`config.mk`:
```
export PLATFORM = sky130hd
export DESIGN_NAME = uart_int_ident
export DESIGN_NICKNAME = d
export VERILOG_FILES = /design/src/rtl/uart_irq_pkg.sv /design/src/rtl/uart_rx_timeout.sv /design/src/rtl/uart_thre_src.sv /design/src/rtl/uart_line_src.sv /design/src/rtl/uart_irq_prio.sv /design/src/rtl/uart_int_ident.sv
export SDC_FILE = /design/constraint.sdc
export NUM_CORES = 1
export LEC_CHECK = 0
export BUFFER_PORTS_ARGS = -buffer_cell sky130_fd_sc_hd__buf_2
export CORE_AREA = 2 2 44 46
export DETAILED_ROUTE_END_ITERATION = 12
export DIE_AREA = 0 0 46 48
export PLACE_DENSITY_LB_ADDON = 0.15
export SETUP_SLACK_MARGIN = 0.5
export SYNTH_ARGS = -nofsm -noshare
export SYNTH_HDL_FRONTEND = slang
export SYNTH_SLANG_ARGS = --single-unit
```
`constraint.sdc`:
```
create_clock -name clk -period 3 [get_ports clk]
set_clock_uncertainty 0.15 [all_clocks]
set_input_delay 0.15 -clock clk [delete_from_list [all_inputs] [get_ports clk]]
set_output_delay 0.15 -clock clk [all_outputs]
set_load 0.03 [all_outputs]
```
`src/rtl/uart_irq_pkg.sv`:
```
package uart_irq_pkg;

    typedef enum logic [1:0] {
        ID_MODEM  = 2'b00,
        ID_THRE   = 2'b01,
        ID_RXDATA = 2'b10,
        ID_LINE   = 2'b11
    } irq_id_e;

    typedef struct packed {
        logic line;
        logic rxdata;
        logic rxtmo;
        logic thre;
        logic modem;
    } irq_src_t;

    typedef struct packed {
        logic overrun;
        logic parity;
        logic framing;
        logic brk;
    } rx_err_t;

    localparam int unsigned IER_BITS = 4;

    function automatic int unsigned trig_bytes(input logic [1:0] sel);
        case (sel)
            2'b00:   return 1;
            2'b01:   return 4;
            2'b10:   return 8;
            default: return 14;
        endcase
    endfunction

endpackage

```
`src/rtl/uart_rx_timeout.sv`:
```
module uart_rx_timeout #(
    parameter int unsigned TO_CHARS = 4,
    localparam int unsigned CNT_W = $clog2(TO_CHARS + 1)
) (
    input  logic clk,
    input  logic rst,
    input  logic fifo_en,
    input  logic has_data,
    input  logic rx_push,
    input  logic rx_pop,
    input  logic char_tick,
    output logic tmo_o
);

    logic [CNT_W-1:0] cnt_q;
    localparam logic [CNT_W-1:0] LIMIT = CNT_W'(TO_CHARS);

    always_ff @(posedge clk) begin
        if (rst || !fifo_en || !has_data || rx_push || rx_pop)
            cnt_q <= '0;
        else if (char_tick && cnt_q != LIMIT)
            cnt_q <= cnt_q + 1'b1;
    end

    assign tmo_o = (cnt_q == LIMIT);

    // a receive buffer read drops the timeout after one edge
    a_r6_read_clears: assert property (@(posedge clk) disable iff (rst)
        rx_pop |=> !tmo_o);

    // the counter saturates and never passes its limit
    a_r6_bounded: assert property (@(posedge clk) disable iff (rst)
        cnt_q <= LIMIT);

endmodule

```
`src/rtl/uart_thre_src.sv`:
```
module uart_thre_src (
    input  logic clk,
    input  logic rst,
    input  logic thr_empty,
    input  logic thr_wr,
    input  logic ident_ack,
    output logic pend_o
);

    logic empty_q;
    logic rise;

    assign rise = thr_empty && !empty_q;

    always_ff @(posedge clk) begin
        if (rst) begin
            empty_q <= 1'b0;
            pend_o  <= 1'b0;
        end else begin
            empty_q <= thr_empty;
            if (rise)
                pend_o <= 1'b1;
            else if (thr_wr || ident_ack || !thr_empty)
                pend_o <= 1'b0;
        end
    end

    // a holding-register write without a fresh rise clears the cause
    a_r8_write_clears: assert property (@(posedge clk) disable iff (rst)
        (thr_wr && !(thr_empty && !empty_q)) |=> !pend_o);

    // the cause only appears after an empty condition was sampled
    a_r8_set_needs_empty: assert property (@(posedge clk) disable iff (rst)
        $rose(pend_o) |-> $past(thr_empty));

endmodule

```
`src/rtl/uart_line_src.sv`:
```
module uart_line_src
    import uart_irq_pkg::*;
(
    input  logic    clk,
    input  logic    rst,
    input  rx_err_t err,
    input  logic    lsr_rd,
    output logic    pend_o
);

    logic any_err;
    assign any_err = |err;

    always_ff @(posedge clk) begin
        if (rst)
            pend_o <= 1'b0;
        else if (lsr_rd)
            pend_o <= 1'b0;
        else if (any_err)
            pend_o <= 1'b1;
    end

    // a line status read always clears the latched cause
    a_r7_read_clears: assert property (@(posedge clk) disable iff (rst)
        lsr_rd |=> !pend_o);

    // an error event without a read is held at the next edge
    a_r7_latch: assert property (@(posedge clk) disable iff (rst)
        ((err != '0) && !lsr_rd) |=> pend_o);

endmodule

```
`src/rtl/uart_irq_prio.sv`:
```
module uart_irq_prio
    import uart_irq_pkg::*;
(
    input  irq_src_t             src,
    input  logic [IER_BITS-1:0]  ier,
    input  logic                 fifo_en,
    output logic [7:0]           iir_o,
    output logic                 pending_o
);

    logic    en_line, en_rx, en_thre, en_modem;
    irq_id_e id;
    logic    tmo_flag;

    assign en_line  = src.line  && ier[2];
    assign en_rx    = (src.rxdata || src.rxtmo) && ier[0];
    assign en_thre  = src.thre  && ier[1];
    assign en_modem = src.modem && ier[3];

    always_comb begin
        id       = ID_MODEM;
        tmo_flag = 1'b0;
        if (en_line) begin
            id = ID_LINE;
        end else if (en_rx) begin
            id       = ID_RXDATA;
            tmo_flag = src.rxtmo && !src.rxdata;
        end else if (en_thre) begin
            id = ID_THRE;
        end
    end

    assign pending_o = en_line || en_rx || en_thre || en_modem;
    assign iir_o = {{2{fifo_en}}, 2'b00, tmo_flag, id, !pending_o};

    // an enabled line-status cause always wins
    a_r2_line_first: assert final (!en_line || (iir_o[2:1] == 2'b11));

    // with every enable clear nothing is reported
    a_r1_all_masked: assert final ((ier != '0) || (iir_o[0] && iir_o[3:1] == 3'b000));

    // the reserved bits read zero
    a_r4_reserved: assert final (iir_o[5:4] == 2'b00);

endmodule

```
`src/rtl/uart_int_ident.sv`:
```
module uart_int_ident
    import uart_irq_pkg::*;
#(
    parameter int unsigned LVL_W    = 5,
    parameter int unsigned TO_CHARS = 4
) (
    input  logic                clk,
    input  logic                rst,
    input  logic [3:0]          ier_i,
    input  logic                fifo_en_i,
    input  logic [1:0]          rx_trig_sel_i,
    input  logic [LVL_W-1:0]    rx_level_i,
    input  logic                rx_push_i,
    input  logic                rbr_rd_i,
    input  logic                char_tick_i,
    input  logic                err_overrun_i,
    input  logic                err_parity_i,
    input  logic                err_framing_i,
    input  logic                err_break_i,
    input  logic                lsr_rd_i,
    input  logic                thr_empty_i,
    input  logic                thr_wr_i,
    input  logic                iir_rd_i,
    input  logic [3:0]          msr_delta_i,
    input  logic                out2_i,
    output logic [7:0]          iir_o,
    output logic                irq_o
);

    irq_src_t    src;
    rx_err_t     errs;
    logic        has_data;
    int unsigned threshold;
    logic        pending;
    logic        ident_ack;

    assign errs      = '{overrun: err_overrun_i, parity: err_parity_i,
                         framing: err_framing_i, brk: err_break_i};
    assign has_data  = (rx_level_i != '0);
    assign threshold = fifo_en_i ? trig_bytes(rx_trig_sel_i) : 1;

    assign src.rxdata = (32'(rx_level_i) >= threshold);
    assign src.modem  = |msr_delta_i;

    uart_line_src u_line (
        .clk    (clk),
        .rst    (rst),
        .err    (errs),
        .lsr_rd (lsr_rd_i),
        .pend_o (src.line)
    );

    uart_rx_timeout #(.TO_CHARS(TO_CHARS)) u_tmo (
        .clk       (clk),
        .rst       (rst),
        .fifo_en   (fifo_en_i),
        .has_data  (has_data),
        .rx_push   (rx_push_i),
        .rx_pop    (rbr_rd_i),
        .char_tick (char_tick_i),
        .tmo_o     (src.rxtmo)
    );

    assign ident_ack = iir_rd_i && !iir_o[0] && (iir_o[2:1] == ID_THRE);

    uart_thre_src u_thre (
        .clk       (clk),
        .rst       (rst),
        .thr_empty (thr_empty_i),
        .thr_wr    (thr_wr_i),
        .ident_ack (ident_ack),
        .pend_o    (src.thre)
    );

    uart_irq_prio u_prio (
        .src       (src),
        .ier       (ier_i),
        .fifo_en   (fifo_en_i),
        .iir_o     (iir_o),
        .pending_o (pending)
    );

    assign irq_o = pending && out2_i;

    // the request line never rises without an active-low pending flag
    a_r9_irq_gated: assert property (@(posedge clk) disable iff (rst)
        irq_o |-> (!iir_o[0] && out2_i));

    // the FIFO bits follow the enable
    a_r4_fifo_bits: assert property (@(posedge clk) disable iff (rst)
        iir_o[7:6] == {fifo_en_i, fifo_en_i});

    // bit 3 only appears together with an active report of code 10
    a_r3_tmo_code: assert property (@(posedge clk) disable iff (rst)
        iir_o[3] |-> (!iir_o[0] && iir_o[2:1] == 2'b10));

endmodule

```
; ---- After elaboration in Yosys (flattened, before gate mapping)
; Cells that the tools add are included.
[op_classes]
addsub = 1
n_lt_le_gt_ge = 1
eq_ne = 5
mux = 9
reduce_logical = 32
[op_table]
columns = op, count
row1 = greater-or-equal comparator 5 x 32 -> 1 bit, 1
row2 = two-way mux 32 bit, 1
row3 = case mux 4 bit (3 select lines), 1
row4 = logical AND 1 bit, 10
row5 = logical OR 1 bit, 10
row6 = OR reduction 4 bit, 2
row7 = logical NOT 1 bit, 6
row8 = two-way mux 1 bit, 5
row9 = nonzero test 5 bit, 1
row10 = == test 2 x 1 -> 1 bit (second input constant), 2
row11 = two-way mux 2 bit, 2
row12 = adder 3 x 1 -> 3 bit (second input constant), 1
row13 = == test 3 bit (second input constant), 1
row14 = != test 3 bit (second input constant), 1
row15 = == test 2 bit (second input constant), 1
row16 = logical NOT 2 bit, 1
row17 = nonzero test 2 bit, 1
row18 = OR reduction 2 bit, 1
[word_totals]
register_bits = 6
output_inout_bits = 9
word_cells = 52

; ---- Depth between registers and ports, before layout
; Gate-level depths: netlist (run 1).
[logic_depth]
ltp_word = 15
depth_mapped = 7
depth_no_buf = 6

; ---- Cells and area by module
; Synthesis (run 1) repeated with hierarchy kept, for this count alone.
[unflattened]
cells_unflattened = 62
hier_area_um2 = 523.0
[modules_own_cells]
columns = mod, n_inst, cells_each, area_each_um2
row1 = uart_rx_timeout, 1, 18, 180.2
row2 = uart_int_ident, 1, 21, 141.4
row3 = uart_irq_prio, 1, 14, 102.6
row4 = uart_thre_src, 1, 5, 62.6
row5 = uart_line_src, 1, 4, 36.3

; ---- Worst setup path after synthesis (run 1)
; No wires, ideal clock.
[synth_path]
path_type = input-to-output
startpoint = in rx_trig_sel_i[0]
endpoint = out iir_o[0]
t_arrival_ns = 1.878
t_required_ns = 2.700
slack_ns = 0.822
path_stages = 6
n_path_buf = 0
path_cell_list = o21ai_0 ha_1 and4_1 a2111oi_2 a31oi_1 nor3_1
[synth_via]
elab_chain_cells = 10
elab_cells_between_ends = 12
classes_between = 1 x order compare / 2 x eq/ne / 2 x mux / 7 x reduce/logical
[synth_rtl]
columns = item, line
row1 = from (decl), uart_int_ident.sv:11  ; input logic [1:0] rx_trig_sel_i,
row2 = == test 2 bit (tied with other cells), uart_irq_pkg.sv:28  ; case (sel)
row3 = case mux 4 bit (3 select lines) *, uart_irq_pkg.sv:28
row4 = two-way mux 32 bit *, uart_int_ident.sv:40  ; assign threshold = fifo_en_i ? trig_bytes(rx_trig_sel_i) : 1;
row5 = greater-or-equal comparator 5 x 32 -> 1 bit *, uart_int_ident.sv:42  ; assign src.rxdata = (32'(rx_level_i) >= threshold);
row6 = logical OR 1 bit *, uart_irq_prio.sv:16  ; assign en_rx = (src.rxdata || src.rxtmo) && ier[0];
row7 = logical AND 1 bit *, uart_irq_prio.sv:16
row8 = logical OR 1 bit * (3 in series), uart_irq_prio.sv:33  ; assign pending_o = en_line || en_rx || en_thre || en_modem;
row9 = logical NOT 1 bit *, uart_irq_prio.sv:34  ; assign iir_o = {{2{fifo_en}}, 2'b00, tmo_flag, id, !pending_o};
row10 = to (decl), uart_int_ident.sv:26  ; output logic [7:0] iir_o,
; Every way passes the cells marked *; elsewhere a longest branch is shown, timed or not.

; ---- Worst setup path after layout (run 1)
[layout_path]
startpoint = in fifo_en_i
endpoint = out irq_o
[layout_via]
elab_chain_cells = 8
[layout_rtl]
columns = item, line
row1 = from (decl), uart_int_ident.sv:10  ; input logic fifo_en_i,
row2 = two-way mux 32 bit, uart_int_ident.sv:40
row3 = greater-or-equal comparator 5 x 32 -> 1 bit, uart_int_ident.sv:42
row4 = logical OR 1 bit, uart_irq_prio.sv:16
row5 = logical AND 1 bit, uart_irq_prio.sv:16
row6 = logical OR 1 bit (3 in series), uart_irq_prio.sv:33
row7 = logical AND 1 bit, uart_int_ident.sv:83  ; assign irq_o = pending && out2_i;
row8 = to (decl), uart_int_ident.sv:27  ; output logic irq_o
; Every way passes these cells.

==> results.toml, run 1 <==
[outcome]
status = "finished clean"

[clock_tree]
cts_made_buffers = 3
clockRootBuffer = "clkbuf_4"
clk_latency_ns = 0.24
clock_sinks = 6
clockBufferDepth = 2
cts.clk_slew.worst_paths_ns = 0.04
cts_tree = "built"
htreeDepth = 1

[yosys]
async_flop_share = 0
ys_ff_latch = 6
synthDistinctLibCells = 29
synth_top_area_share = 0.2424
avgSynthCellArea_um2 = 7.865
yosys_most_used_dff = "dfxtp_1"
synth-edff-count = 0
synthCells = 63
synthesis.area_um2 = 495.5
ys_seq_area_frac = 0.2424
yosysWarnings = 0
yosys.area.top_type = "dfxtp_1"
synthTopCellsByArea = "dfxtp_1 24%, ha_1 15%, buf_4 7.6%"

[cells_and_area]
multi_input_area_um2 = 322.8
seqCellArea_um2 = 120.1
final_common_cell = "buf_2"
final_cell_mix = "36 x buf_2, 8 x nand2_1, 6 x ha_1, 6 x dfxtp_1, 5 x inv_1"
fillers = 180
nets = 139
drive_above_1_share = 0.4059
antenna_cells = 0
syn2layout_area_growth_pct = 44.44

[drt]
met3_length_um = 144
m1WireLength_um = 503
via_per_inst = 4.585
first_iter_violations = 14
drt_pass1_iterations = 3
wl_per_cell_um = 9.492
routed_wirelength_um = 1120
via_count = 541
ant_nets = 0
drc = 0
highest_layer = "met3"
met2RoutedLength_um = 472

[worst_hold_path]
min_from = "thr_empty_i"
hold_class = "in2reg"

[global_routing]
track_usage = 0.1093
grt_start_max_net_pins = 8
grt_overflow = 0
grt_pass1_wl_um = 1704
antenna_found_initial = 0
grt_pass1_vias = 442

[sta]
setup_tns_ns = 0
fmax_ghz = 0.4696
setup_violations = 0
finalCritPeriodShare = 0.7098
maxSlewViolCount = 0
setup_ws_ns = 0.8706
finalCriticalPeriod_ns = 2.129
rsz0062_at_grt = "no"
hold_viol_final = 0

[floorplan]
die_h_um = 48
num_rows = 15
core_mm2 = 0.001689
die_w_um = 46
die_area_mm2 = 0.002208
io_pins = 39
start_util = 0.2933

[pwr]
p_sw_frac = 0.2969
switchingPower_uw = 68.06
seqPwrFrac = 0.365
power.share.combinational = 0.322
power.internal_uw = 161.2
ir_drop_uv = 191.1
power_density_mw_per_mm2 = 320.3
p_leak_uw = 0.0003614
clock_power_share = 0.314

[setup_path]
end_kind = "primary output"
critPathLaunch = "fifo_en_i"
worstPathMaxFanout = 7
cp.arrival_ns = 1.83
r2r_start = "u_tmo.cnt_q[0]$_SDFFE_PP0P_"
cpPeakStageDelay_ns = 0.32
critPathLaunchType = "primary input"
path_class = "in2out"
slowest_stage = "o31a_1"
path_cells = "buf_2 -> nand2_1 -> ha_1 -> and4_1 -> a2111oi_2 -> a31oi_1 -> o31a_1 -> buf_2"
crit_required_ns = 2.70
crit_top_cell = "buf_2"

[placement]
pre_cts_slack_ns = 0.8584
dp_hpwl_um = 982.7
port_buffers = 36
place.gp.congestion = 0.7125

[flow_run]
max-cap-violations = 0
[critical path: cells and delay by family]
kind / cells / cell delay (ns)
AOI/OAI and AO/OA: 3 / 0.80
adders and majority gates: 1 / 0.31
buffers and inverters: 2 / 0.30
and+or+nand+nor: 2 / 0.27
[metal layers]
metal  vias up  GRT usage
li1        296          -
met3         0    0.05283
met2        30     0.1833
met5         -          0
met1       215     0.1222
met4         0    0.03429
[Yosys cell counts, types with 2 or more instances]
cell type / number
buf_4: 5
dfxtp_1: 6
ha_1: 6
inv_1: 5
nand2_1: 8
nand3_1: 4
nor2_1: 4
nor2b_1: 2
nor3_1: 2
o21ai_0: 2
[state kept, by name, indices dropped and copies added (netlist names)]
name	count
u_tmo.cnt_q	3
u_thre.pend_o	1
u_line.pend_o	1
u_thre.empty_q	1
[path summary, 6_finish.rpt]
path | end | slack, ns | depth (start not counted)
setup / recovery | irq_o | 0.87 | 8
hold / removal | u_thre.empty_q$_SDFF_PP0_ | 0.04 | 2
setup reg to reg | u_thre.pend_o$_SDFFE_PP0P_ | 1.55 | 5
hold reg to reg | u_tmo.cnt_q[1]$_SDFFE_PP0P_ | 0.33 | 2
[power by group through the flow]
stage          Combinational, uW  Sequential (uW)  Clock, uW
3_5_place_dp                70.9             85.0          0
5_1_grt                     81.6             83.5       84.8
4_1_cts                     74.1             83.5       77.1
6_report                    73.7             83.6       71.9
2_1_floorplan               44.8             84.8          0
3_3_place_gp                71.0             85.1          0
[metrics by stage]
step                instance area (um^2)  hold slack, ns  cells  power [uW]  utilization
floorplan                          499.2         0.07276     64       129.6            -
global placement                   663.1          0.1690    112       156.1       0.3926
detailed placement                 663.1          0.1682    112       155.9       0.3926
CTS                                715.7         0.03384    118       234.8       0.4237
global route                       715.7         0.03844    118       250.0       0.4237
finish                             715.7         0.04248    118       229.2       0.4237
[repair_timing]
item                                   4_1_cts  5_1_grt
hold buffers                                 3        0
resized for setup                            0        0
setup buffers                                0        0
endpoints found under the hold margin        2        0
[area by class of cell]
| type | instances | area share |
|---|---|---|
| sequential | 6 | 0.1678 |
| inverter | 5 | 0.02622 |
| multi-input combinational | 48 | 0.4510 |
| timing repair buffer | 39 | 0.2937 |
| tap | 17 | 0.02972 |
| clock buffer | 3 | 0.03147 |
[cell families after synthesis]
| logic type | Yosys count | share of synthesized area |
|---|---|---|
| and+or+nand+nor | 26 | 0.2652 |
| AOI/OAI and AO/OA | 12 | 0.1843 |
| buffers and inverters | 10 | 0.1136 |
| adders and majority gates | 6 | 0.1515 |
| DFF | 6 | 0.2424 |
| xor gates and xnor gates | 2 | 0.03536 |
| other | 1 | 0.007568 |
Note: power is estimated with default switching activity, not from simulation.
==> inputs of run 2 (changes only) <==
==> constraint.sdc (replaced) <==
create_clock -name clk -period 2.2 [get_ports clk]
set_clock_uncertainty 0.15 [all_clocks]
set_input_delay 0.11 -clock clk [delete_from_list [all_inputs] [get_ports clk]]
set_output_delay 0.11 -clock clk [all_outputs]
set_load 0.03 [all_outputs]
==> results.toml, run 2 (synthesized netlist as in run 1, its figures left out) <==
[outcome]
status = "finished clean"

[drt]
via_per_inst = 4.869
drc = 0
first_iter_violations = 2
drt_pass1_iterations = 2
wl_per_cell_um = 10.62
routed_wirelength_um = 1296
via_count = 594
ant_nets = 0

[clock_tree]
clockRootBuffer = "clkbuf_4"
clock_sinks = 6
cts_tree = "built"
clockBufferDepth = 2
htreeDepth = 1
cts_made_buffers = 3
clk_latency_ns = 0.24
cts.clk_slew.worst_paths_ns = 0.05

[sta]
finalCriticalPeriod_ns = 1.847
finalCritPeriodShare = 0.8396
maxSlewViolCount = 0
rsz0062_at_grt = "yes"
setup_violations = 0
hold_viol_final = 0
fmax_ghz = 0.5414
hold_ws_ns = 0.008546
setup_tns_ns = 0

[global_routing]
antenna_found_initial = 0
grt_pass1_wl_um = 2125
grt_start_max_net_pins = 8
track_usage = 0.1364
grt_overflow = 0
grt_pass1_vias = 568

[setup_path]
worstPathMaxFanout = 5
end_kind = "primary output"
path_cells = "buf_8 -> o21ai_2 -> ha_1 -> and4_4 -> a2111oi_4 -> a31oi_4 -> o31a_1 -> buf_6"
crit_required_ns = 1.94
path_buf_inv = 2
reg2reg_setup_slack_ns = 0.73
cpPeakStageDelay_ns = 0.31
crit_family = "compound AO/OA/AOI/OAI gates"
cp.arrival_ns = 1.59
path_class = "in2out"
critPathLaunchType = "primary input"
slowest_stage = "o31a_1"

[floorplan]
die_area_mm2 = 0.002208
start_util = 0.2933
core_mm2 = 0.001689
die_h_um = 48
io_pins = 39
num_rows = 15
die_w_um = 46

[cells_and_area]
final_cell_mix = "28 x buf_2, 6 x dfxtp_1"
antenna_cells = 0
nets = 143
largest_register_ffs = 3
syn2layout_area_growth_pct = 85.61
largest-register = "u_tmo.cnt_q"
layout.cells.non_filler = 122
drive_above_1_share = 0.5333
final_common_cell = "buf_2"
final_core_util = 0.5444

[flow_run]
max-cap-violations = 0

[pwr]
ir_drop_uv = 159.3
p_leak_uw = 0.0004118
power_density_mw_per_mm2 = 399.9

[worst_hold_path]
hold_class = "in2reg"

[placement]
port_buffers = 36
dp.cells = 112
dp_hpwl_um = 1028
place.gp.congestion = 0.6665
==> run 2: cell types whose count changed in the layout (fill, tap and decap cells not counted), moves of 3 or more <==
cell,before,now
ha_1,6,3
ha_4,0,3
buf_2,36,28
buf_4,0,3
nand2_1,8,5
nand2_2,0,3
buf_6,0,5
==> run 2: worst reg2reg max path, cell delays in order, from the launching register on <==
cell and delay, ns:
dfxtp_1 0.33, inv_1 0.07, ha_1 0.21, nand2_2 0.13, a31oi_4 0.12, buf_4 0.16, o211a_1 0.20
==> run 2: per-stage QoR <==
step / setup WS (ns) / total power [uW] / cell area, um^2
after floorplan: 0.4790 / 193.4 / 578.1
after global placement: 0.2368 / 233.4 / 742.0
after detailed placement: 0.2201 / 234.2 / 742.0
after CTS: 0.2626 / 373.0 / 917.1
after global routing: 0.2680 / 397.5 / 919.6
final: 0.3530 / 367.8 / 919.6
==> run 2: timing repair <==
action                                  CTS  global route
gates resized for setup                  23             1
setup buffers                             2             0
hold buffers                              5             0
endpoints found under the setup margin    5             5
pin swaps                                 8             4
hold endpoints to repair                  3             0
==> run 2: power by group <==
group / switching [uW] / total [uW] / internal [uW]
logic: 72.0 / 151 / 79.0
clock network: 41.1 / 103 / 61.8
registers: 1.42 / 114 / 112
==> run 2: final timing paths <==
kind | endpoint | cells past startpoint | startpoint
hold / removal | u_thre.pend_o$_SDFFE_PP0P_ | 3 | thr_wr_i
setup reg to reg | u_thre.pend_o$_SDFFE_PP0P_ | 6 | u_tmo.cnt_q[0]$_SDFFE_PP0P_
hold reg to reg | u_tmo.cnt_q[1]$_SDFFE_PP0P_ | 2 | u_tmo.cnt_q[1]$_SDFFE_PP0P_
setup / recovery | irq_o | 8 | rx_trig_sel_i[1]
==> run 2: layout make-up <==
| class | instances | area, um^2 |
|---|---|---|
| fillers | 164 | 769.5 |
| multi-input cells | 48 | 437.9 |
| inverters | 5 | 18.77 |
| flip-flops and latches | 6 | 120.1 |
| well taps | 17 | 21.27 |
| clock buffers | 3 | 22.52 |
| repair buffers | 43 | 299.0 |
==> run 2: per-layer routing <==
metal,up-vias,track usage,wire length [um]
met5,-,0,0
met4,0,0.06857,22
met3,3,0.03019,91
met2,26,0.2667,667
met1,259,0.1333,514
li1,306,-,-
